==> src/rtl/pll_sw_pkg.sv <==
package pll_sw_pkg;
   localparam int NUM_PLL  = 2;
   localparam int PLL_MAIN = 0;
   localparam int PLL_AUX  = 1;

   typedef enum logic {
      SRC_OSC = 1'b0,
      SRC_PLL = 1'b1
   } clk_src_e;
endpackage

==> src/rtl/pll_ready_timer.sv <==
module pll_ready_timer #(
   parameter int CNT_W = 16
) (
   input  logic             clk,
   input  logic             rst_n,
   input  logic             en,
   input  logic [CNT_W-1:0] ready_cnt,
   output logic             locked,
   output logic             lock_pulse
);
   logic             running;
   logic [CNT_W-1:0] remain;

   // The lock event is the single cycle in which the count has run out
   // but the lock flag is not yet set.
   assign lock_pulse = en && running && (remain == '0) && !locked;

   always_ff @(posedge clk or negedge rst_n) begin
      if (!rst_n) begin
         running <= 1'b0;
         remain  <= '0;
         locked  <= 1'b0;
      end else if (!en) begin
         running <= 1'b0;
         remain  <= '0;
         locked  <= 1'b0;
      end else if (!running) begin
         running <= 1'b1;
         remain  <= ready_cnt;
      end else if (remain != '0) begin
         remain <= remain - 1'b1;
      end else begin
         locked <= 1'b1;
      end
   end


   disabled_unlocks_chk: assert property (@(posedge clk) disable iff (!rst_n)
      !en |=> !locked);

   lock_holds_chk: assert property (@(posedge clk) disable iff (!rst_n)
      (locked && en) |=> locked);

   lock_needs_running_chk: assert property (@(posedge clk) disable iff (!rst_n)
      $rose(locked) |-> $past(running));
endmodule

==> src/rtl/pll_lock_status.sv <==
module pll_lock_status #(
   parameter int NUM     = 2,
   parameter bit REG_IRQ = 1'b0
) (
   input  logic           clk,
   input  logic           rst_n,
   input  logic [NUM-1:0] en,
   input  logic [NUM-1:0] lock_pulse,
   input  logic [NUM-1:0] clr,
   input  logic [NUM-1:0] mask,
   output logic [NUM-1:0] stat,
   output logic           irq
);
   for (genvar i = 0; i < NUM; i++) begin : g_bit
      always_ff @(posedge clk or negedge rst_n) begin
         if (!rst_n)             stat[i] <= 1'b0;
         else if (!en[i])        stat[i] <= 1'b0;
         else if (lock_pulse[i]) stat[i] <= 1'b1;
         else if (clr[i])        stat[i] <= 1'b0;
      end


      stat_sets_on_lock_chk: assert property (@(posedge clk) disable iff (!rst_n)
         $rose(stat[i]) |-> $past(lock_pulse[i]));

      stat_clears_on_disable_chk: assert property (@(posedge clk) disable iff (!rst_n)
         !en[i] |=> !stat[i]);
   end

   logic irq_comb;
   assign irq_comb = |(stat & mask);

   if (REG_IRQ) begin : g_irq_reg
      always_ff @(posedge clk or negedge rst_n) begin
         if (!rst_n) irq <= 1'b0;
         else        irq <= irq_comb;
      end
   end else begin : g_irq_comb
      assign irq = irq_comb;

      irq_needs_stat_chk: assert property (@(posedge clk) disable iff (!rst_n)
         irq |-> (stat != '0));
   end
endmodule

==> src/rtl/pll_src_select.sv <==
module pll_src_select
   import pll_sw_pkg::*;
(
   input  logic clk,
   input  logic rst_n,
   input  logic sel_req,
   input  logic main_en,
   input  logic main_locked,
   input  logic main_pulse,
   output logic use_pll
);
   clk_src_e src_q;
   clk_src_e src_d;

   always_comb begin
      src_d = SRC_OSC;
      if (sel_req && main_en && (main_locked || main_pulse)) src_d = SRC_PLL;
   end

   always_ff @(posedge clk or negedge rst_n) begin
      if (!rst_n) src_q <= SRC_OSC;
      else        src_q <= src_d;
   end

   assign use_pll = (src_q == SRC_PLL);


   pll_only_when_locked_chk: assert property (@(posedge clk) disable iff (!rst_n)
      use_pll |-> main_locked);

   pll_only_on_request_chk: assert property (@(posedge clk) disable iff (!rst_n)
      use_pll |-> $past(sel_req));

   fallback_on_disable_chk: assert property (@(posedge clk) disable iff (!rst_n)
      !main_en |=> !use_pll);
endmodule

==> src/rtl/pll_clk_switch.sv <==
module pll_clk_switch
   import pll_sw_pkg::*;
#(
   parameter int CNT_W   = 16,
   parameter bit REG_IRQ = 1'b0
) (
   input  logic             clk,
   input  logic             rst_n,
   input  logic             sel_pll_req,
   input  logic [1:0]       pll_en,
   input  logic [CNT_W-1:0] main_ready_cnt,
   input  logic [CNT_W-1:0] aux_ready_cnt,
   input  logic [1:0]       stat_clr,
   input  logic [1:0]       irq_mask,
   output logic             clk_use_pll,
   output logic [1:0]       lock_stat,
   output logic             irq
);
   if (CNT_W < 1 || CNT_W > 32) begin : g_bad_cnt_w
      $error("pll_clk_switch: CNT_W must lie in 1..32");
   end

   logic [NUM_PLL-1:0][CNT_W-1:0] ready_vec;
   logic [NUM_PLL-1:0]            locked;
   logic [NUM_PLL-1:0]            pulse;

   assign ready_vec[PLL_MAIN] = main_ready_cnt;
   assign ready_vec[PLL_AUX]  = aux_ready_cnt;

   for (genvar i = 0; i < NUM_PLL; i++) begin : g_timer
      pll_ready_timer #(.CNT_W(CNT_W)) timer_i (
         .clk        (clk),
         .rst_n      (rst_n),
         .en         (pll_en[i]),
         .ready_cnt  (ready_vec[i]),
         .locked     (locked[i]),
         .lock_pulse (pulse[i])
      );
   end

   pll_lock_status #(.NUM(NUM_PLL), .REG_IRQ(REG_IRQ)) status_i (
      .clk        (clk),
      .rst_n      (rst_n),
      .en         (pll_en),
      .lock_pulse (pulse),
      .clr        (stat_clr),
      .mask       (irq_mask),
      .stat       (lock_stat),
      .irq        (irq)
   );

   pll_src_select select_i (
      .clk         (clk),
      .rst_n       (rst_n),
      .sel_req     (sel_pll_req),
      .main_en     (pll_en[PLL_MAIN]),
      .main_locked (locked[PLL_MAIN]),
      .main_pulse  (pulse[PLL_MAIN]),
      .use_pll     (clk_use_pll)
   );


   aux_no_select_effect_chk: assert property (@(posedge clk) disable iff (!rst_n)
      (clk_use_pll != $past(clk_use_pll)) |->
         ($past(sel_pll_req) != $past(sel_pll_req, 2) || $past(pll_en[0]) != $past(pll_en[0], 2)
          || $past(locked[PLL_MAIN]) != $past(locked[PLL_MAIN], 2) || $past(pulse[PLL_MAIN])
          || $past(!rst_n, 2)));
endmodule

==> config.mk <==
export PLATFORM = sky130hd
export DESIGN_NAME = pll_clk_switch
export DESIGN_NICKNAME = d
export VERILOG_FILES = /design/src/rtl/pll_sw_pkg.sv /design/src/rtl/pll_ready_timer.sv /design/src/rtl/pll_lock_status.sv /design/src/rtl/pll_src_select.sv /design/src/rtl/pll_clk_switch.sv
export SDC_FILE = /design/constraint.sdc
export NUM_CORES = 1
export LEC_CHECK = 0
export BUFFER_PORTS_ARGS = -buffer_cell sky130_fd_sc_hd__buf_4
export CELL_PAD_IN_SITES_DETAIL_PLACEMENT = 0
export CELL_PAD_IN_SITES_GLOBAL_PLACEMENT = 2
export CORE_MARGIN = 3
export CORE_UTILIZATION = 33
export CTS_CLUSTER_SIZE = 12
export DETAILED_ROUTE_END_ITERATION = 7
export GPL_ROUTABILITY_DRIVEN = 0
export HOLD_SLACK_MARGIN = 0.02
export PLACE_DENSITY_LB_ADDON = 0.12
export SYNTH_ARGS = -nofsm -noshare
export SYNTH_HDL_FRONTEND = slang
export SYNTH_SLANG_ARGS = --single-unit
==> constraint.sdc <==
create_clock -name clk -period 2.5 [get_ports clk]
set_input_delay 0.125 -clock clk [delete_from_list [all_inputs] [get_ports clk]]
set_output_delay 0.125 -clock clk [all_outputs]
set_load 0.1 [all_outputs]
==> results of run 1 <==
[per-stage QoR]
step                      utilization  instance area [um^2]  hold WS [ns]
after global placement          0.424                  2600         0.141
final                           0.444                  2730        0.0348
after global routing            0.444                  2730        0.0282
after detailed placement        0.424                  2600         0.143
after CTS                       0.444                  2730        0.0259
after floorplan                     -                  2160        -0.171
[kinds of logic after synthesis]
kind of cell / Yosys count / synth area share
buffers and inverters: 20 / 0.0405
AO/OA/AOI/OAI: 42 / 0.141
XOR/XNOR: 21 / 0.0850
AND/OR/NAND/NOR: 98 / 0.248
flip-flops: 39 / 0.451
adder cells (fa/ha/maj): 2 / 0.0116
multiplexers: 5 / 0.0231
[final cells by class]
cell class	count	area, um^2
clock buffer	7	96.3
clock inverter	1	7.51
fill	625	3410
inverter	9	33.8
multi-input combinational	168	1100
sequential	39	976
tap	75	93.8
timing repair buffer	55	418
[state kept, by name, summed over array words and instances (netlist names)]
register / cells
g_timer.timer_i.remain: 32
g_timer.timer_i.locked: 2
g_timer.timer_i.running: 2
status_i.stat: 2
select_i.use_pll: 1
[synth_stat cells, types with 2 or more instances]
library cell and n:
nand4_1 3, o21ai_1 5, xor2_1 8, nor2b_1 4
a211oi_1 18, nand3b_1 2, ha_1 2, mux2i_1 5
nor3_1 8, and2_1 3, a31oi_1 4, xnor2_1 13
a211oi_2 3, or3_1 6, inv_1 9, nand3_1 4
dfrtp_1 39, o22ai_1 2, nor3_2 4, nor4_2 2
nand2_1 16, nor2_1 32, nand2_2 2, nor4_1 2
clkbuf_1 8, o21ai_0 3, nor3b_1 3
[report_power, final]
part	leakage, nW	switching [mW]	internal (mW)
clock network	0.0505	0.230	0.251
registers	0.507	0.0573	0.679
logic	0.647	0.162	0.168
[layer usage]
| metal | wire length, um | up-vias |
|---|---|---|
| met5 | 0 | - |
| met4 | 41 | 0 |
| met3 | 279 | 5 |
| met2 | 2010 | 40 |
| met1 | 2670 | 822 |
| li1 | - | 902 |
[worst reg2reg max path, stage by stage, from the launching register on]
cell and delay (ns):
dfrtp_1 0.41, inv_1 0.06, ha_1 0.19, or4b_4 0.50, and4bb_4 0.36, and2_1 0.24
or3_1 0.14, a31oi_1 0.07
[worst max-delay path by stage]
stage	from	endpoint
2_1_floorplan	g_timer[0].timer_i.remain[0]	g_timer[0].timer_i.remain[10]
3_3_place_gp	g_timer[1].timer_i.remain[0]	g_timer[1].timer_i.remain[9]
3_5_place_dp	g_timer[1].timer_i.remain[0]	g_timer[1].timer_i.remain[5]
4_1_cts	g_timer[1].timer_i.remain[0]	g_timer[1].timer_i.remain[9]
5_1_grt	g_timer[1].timer_i.remain[0]	g_timer[1].timer_i.remain[9]
6_report	g_timer[1].timer_i.remain[0]	g_timer[1].timer_i.remain[9]
==> flow_summary.json, run 1 <==
{
  "status": "completed",
  "worstSetupPathType": "register to register",
  "drt-total-wl_um": 5000,
  "period_minus_slack_ns": 2.12,
  "path_buf_inv": 1,
  "worst_pin_slew_ns": 0.507,
  "postCtsHoldBufs": 2,
  "setup_viol": 0,
  "finalWorstSetupSlack_ns": 0.383,
  "die_w_um": 87.0,
  "clock_sink_count": 39,
  "worstHoldPathType": "input port to register",
  "synth_enable_flop_cells": 0,
  "min_to": "select_i.use_pll",
  "required_ns": 2.65,
  "num_antenna_cells": 0,
  "synth.largest_area_cell": "dfrtp_1",
  "critical_path_arrival_ns": 2.27,
  "syn-cell-area_mm2": 0.00216,
  "yosysUniqueCellTypes": 44,
  "r2r_start": "g_timer[1].timer_i.remain[0]",
  "crit_family": "simple AND/OR/NAND/NOR gates",
  "crit_path_cell_trace": "inv_1, ha_1, or4b_4, and4bb_4, and2_1, or3_1, a31oi_1",
  "grt_pass1_vias": 1768,
  "synthFlopType": "dfrtp_1",
  "cts_tree": "built",
  "antenna_found_initial": 0,
  "use_met2": 0.200,
  "synthArstFlopShare": 1.00,
  "cts_resized": 0,
  "rsz0062_at_grt": "false",
  "drtAntennaViolNets": 0,
  "reg2reg_depth": 7,
  "fmax_ghz": 0.472,
  "dr_total_vias": 1769,
  "fp.dieArea_mm2": 0.00756,
  "path_clk_slew_ns": 0.08,
  "skew_ns": 0.00766,
  "final_cells": 354,
  "dieHeight_um": 87.0,
  "gr-usage-all-layers": 0.148,
  "crit_cells": 7,
  "period_share": 0.847,
  "pre_cts_ws_ns": 0.367,
  "end_kind": "register",
  "ys_seq_area_frac": 0.451,
  "p_leak_nw": 1.20,
  "powerDensity_mw_per_mm2": 568,
  "core_mm2": 0.00613,
  "rows": 28,
  "cp_max_fo": 5,
  "numPlacedInstances": 344,
  "num_io_pins": 45,
  "slew_viol_final": 0,
  "crit_slowest_cell": "or4b_4",
  "synth_cells": 227,
  "hp-start": "sel_pll_req",
  "cts_setup_buffers": 0,
  "grt-busiest-layer": "met1",
  "fin_total_pwr_mw": 1.55,
  "clock_path_buffers": 2,
  "use_met3": 0.0360,
  "synth_top_area_frac": 0.451,
  "critPathLaunchType": "register",
  "final_cell_mix": "buf_4 (53), dfrtp_1 (39), nor2_1 (32)",
  "grt_max_degree": 40,
  "synth-seq-cells": 39,
  "syn-num-nets": 270,
  "h-tree-depth": 2,
  "synth_area_leaders": "dfrtp_1 (45%), a211oi_1 (6.2%), nor2_1 (5.6%), xnor2_1 (5.3%), xor2_1 (3.2%)",
  "drt_iter0_drc": 91,
  "vias_per_cell": 5.00,
  "drive_gt1_frac": 0.269,
  "nets": 321,
  "port_buffers": 44,
  "insertion_delay_ns": 0.29,
  "finalHoldViolCount": 0,
  "max_stage_delay_ns": 0.50,
  "drt_drc_violations_left": 0,
  "tns_ns": 0,
  "dp_hpwl_um": 3580,
  "cts_root_buf": "clkbuf_8",
  "hold_path_depth": 2,
  "grt_first_pass_wirelength_um": 8800,
  "start_util": 0.353,
  "final_common_cell": "buf_4",
  "globalRouteMet1Util": 0.230,
  "regToRegSetupSlack_ns": 0.38,
  "syn2layout_area_growth_pct": 26.0,
  "grt.overflow.total": 0,
  "syn-mean-instance-area_um2": 9.53,
  "wire_per_inst_um": 14.1,
  "slew_headroom": 0.662,
  "r2r_end": "g_timer[1].timer_i.remain[9]",
  "ir_drop_uv": 280,
  "yosysWarnings": 0,
  "cts_buffers": 5,
  "firstDrtPassIters": 4,
  "drv_cap": 0
}
(Power assumes the default switching activity.)
==> run 2: changes to the inputs <==
==> constraint.sdc (replaced) <==
create_clock -name clk -period 2 [get_ports clk]
set_input_delay 0.1 -clock clk [delete_from_list [all_inputs] [get_ports clk]]
set_output_delay 0.1 -clock clk [all_outputs]
set_load 0.1 [all_outputs]
==> run 2 against run 1 <==
Effect of this change:
- clock skew barely moved
- largest cell class unchanged
- largest power group unchanged
- utilization rose by 3.6 points
- combinational power rose by 53%
- global-route usage barely moved
- critical path depth did not move
- clock power rose by 12%
- total power rose by 26%
- first-iteration DRC count rose by 26%
==> flow_summary.json, run 2 (synthesized netlist as in run 1, its figures left out) <==
{
  "critical_path_arrival_ns": 2.13,
  "grt_first_pass_wirelength_um": 8820,
  "num_antenna_cells": 0,
  "period_minus_slack_ns": 1.98,
  "die_w_um": 87.0,
  "grt_max_degree": 40,
  "multiInputGateArea_mm2": 0.00115,
  "wire_per_inst_um": 13.7,
  "num_io_pins": 45,
  "vias_per_cell": 4.94,
  "drv_cap": 0,
  "drt-total-wl_um": 5130,
  "slew_viol_final": 0,
  "hold_ws_ns": 0.0540,
  "p_leak_nw": 1.32,
  "drt_drc_violations_left": 0,
  "antenna_found_initial": 0,
  "status": "completed",
  "finalInstanceArea_mm2": 0.00295,
  "worst_pin_slew_ns": 0.514,
  "fill_cells": 601,
  "core_mm2": 0.00613,
  "critPathLaunchType": "register",
  "cts_root_buf": "clkbuf_8",
  "firstDrtPassIters": 4,
  "finalHoldViolCount": 0,
  "dieHeight_um": 87.0,
  "rsz0062_at_grt": "true",
  "worstHoldPathType": "input port to register",
  "ir_drop_uv": 383,
  "crit_slowest_cell": "or4b_4",
  "max_stage_delay_ns": 0.46,
  "insertion_delay_ns": 0.29,
  "drt_iter0_drc": 115,
  "required_ns": 2.15,
  "setup_viol": 0,
  "nets": 341,
  "slew_headroom": 0.658,
  "syn2layout_area_growth_pct": 36.3,
  "skew_ns": 0.00731,
  "rows": 28,
  "worstSetupPathType": "register to register",
  "cp_max_fo": 4,
  "start_util": 0.353,
  "fmax_ghz": 0.505,
  "final_cell_mix": "buf_4 (69), dfrtp_1 (39), nor2_1 (32)",
  "period_share": 0.991,
  "clock_path_buffers": 2,
  "regArea_um2": 976,
  "cts_buffers": 5,
  "port_buffers": 44,
  "dr_total_vias": 1843,
  "final_common_cell": "buf_4",
  "end_kind": "register",
  "grt.overflow.total": 0,
  "powerDensity_mw_per_mm2": 663,
  "largest_reg_flops": 32,
  "grt_pass1_vias": 1879,
  "regMostFlops": "g_timer.timer_i.remain",
  "clock_sink_count": 39,
  "path_clk_slew_ns": 0.07,
  "h-tree-depth": 2,
  "gr-usage-all-layers": 0.147,
  "cts_tree": "built",
  "drive_gt1_frac": 0.349,
  "dp_hpwl_um": 3690,
  "detailed_place.area_mm2": 0.00273,
  "drtAntennaViolNets": 0,
  "crit_path_cell_trace": "inv_2, ha_2, or4b_4, and4bb_4, and2_4, or3_1, a31oi_1",
  "fp.dieArea_mm2": 0.00756
}
[run 2: cell count changes in the layout (fill, tap and decap cells not counted), moves of 2 or more]
cell   change
inv_2      +2
buf_4     +16
ha_1       -2
inv_1      -2
[run 2: where the power goes]
part           switching [mW]  internal, mW  total [mW]
Clock                   0.270         0.271       0.541
Sequential             0.0588         0.849       0.908
Combinational           0.235         0.270       0.505
[run 2: path summary, 6_finish.rpt]
kind,start,to,slack [ns],cells past startpoint
hold reg to reg,g_timer[1].timer_i.locked,status_i.stat[1],0.46,1
hold / removal,pll_en[1],g_timer[1].timer_i.running,0.05,1
min in group asynchronous,rst_n,g_timer[1].timer_i.remain[9],0.33,2
setup reg to reg,g_timer[1].timer_i.remain[1],g_timer[1].timer_i.remain[7],0.02,7
max in group asynchronous,rst_n,g_timer[1].timer_i.running,1.32,2
setup / recovery,g_timer[1].timer_i.remain[1],g_timer[1].timer_i.remain[7],0.02,7
[run 2: worst max-delay path, delay by kind of cell (launching register included)]
kind	cells	cell delay, ns
AND/OR/NAND/NOR	4	1.14
AO/OA/AOI/OAI	1	0.08
adder cells (fa/ha/maj)	1	0.17
flip-flops	1	0.39
buffers and inverters	1	0.07
[run 2: repair_timing]
action	in CTS	in global routing
gates cloned	0	1
setup buffers	0	2
endpoints found under the hold margin	41	0
hold buffers	3	0
pin swaps	0	10
gates resized for setup	1	15
setup endpoints to repair	5	34
[run 2: final cells by class]
class	instances	share of cell area
clock buffer	6	0.0280
clock inverter	1	0.00170
inverter	9	0.0115
multi-input combinational	168	0.391
sequential	39	0.331
tap	75	0.0318
timing repair buffer	75	0.205
[run 2: per-stage QoR]
step	util	power (mW)	setup TNS [ns]	setup slack, ns	instances
finish	0.481	1.95	0	0.0188	373
detailed placement	0.446	1.40	-0.0743	-0.0254	360
CTS	0.465	1.96	0	0.000419	370
global route	0.481	2.09	-0.634	-0.0620	373
floorplan	-	1.19	0	0.0451	227
global placement	0.446	1.40	0	0.0320	360
[run 2: metal layers]
metal,part of all wire,vias to the layer above,global-route usage,routed length [um]
li1,-,950,-,-
met1,0.51,842,0.214,2640
met2,0.42,46,0.216,2140
met3,0.058,5,0.0369,296
met4,0.0098,0,0.0425,50
met5,0,-,0,0
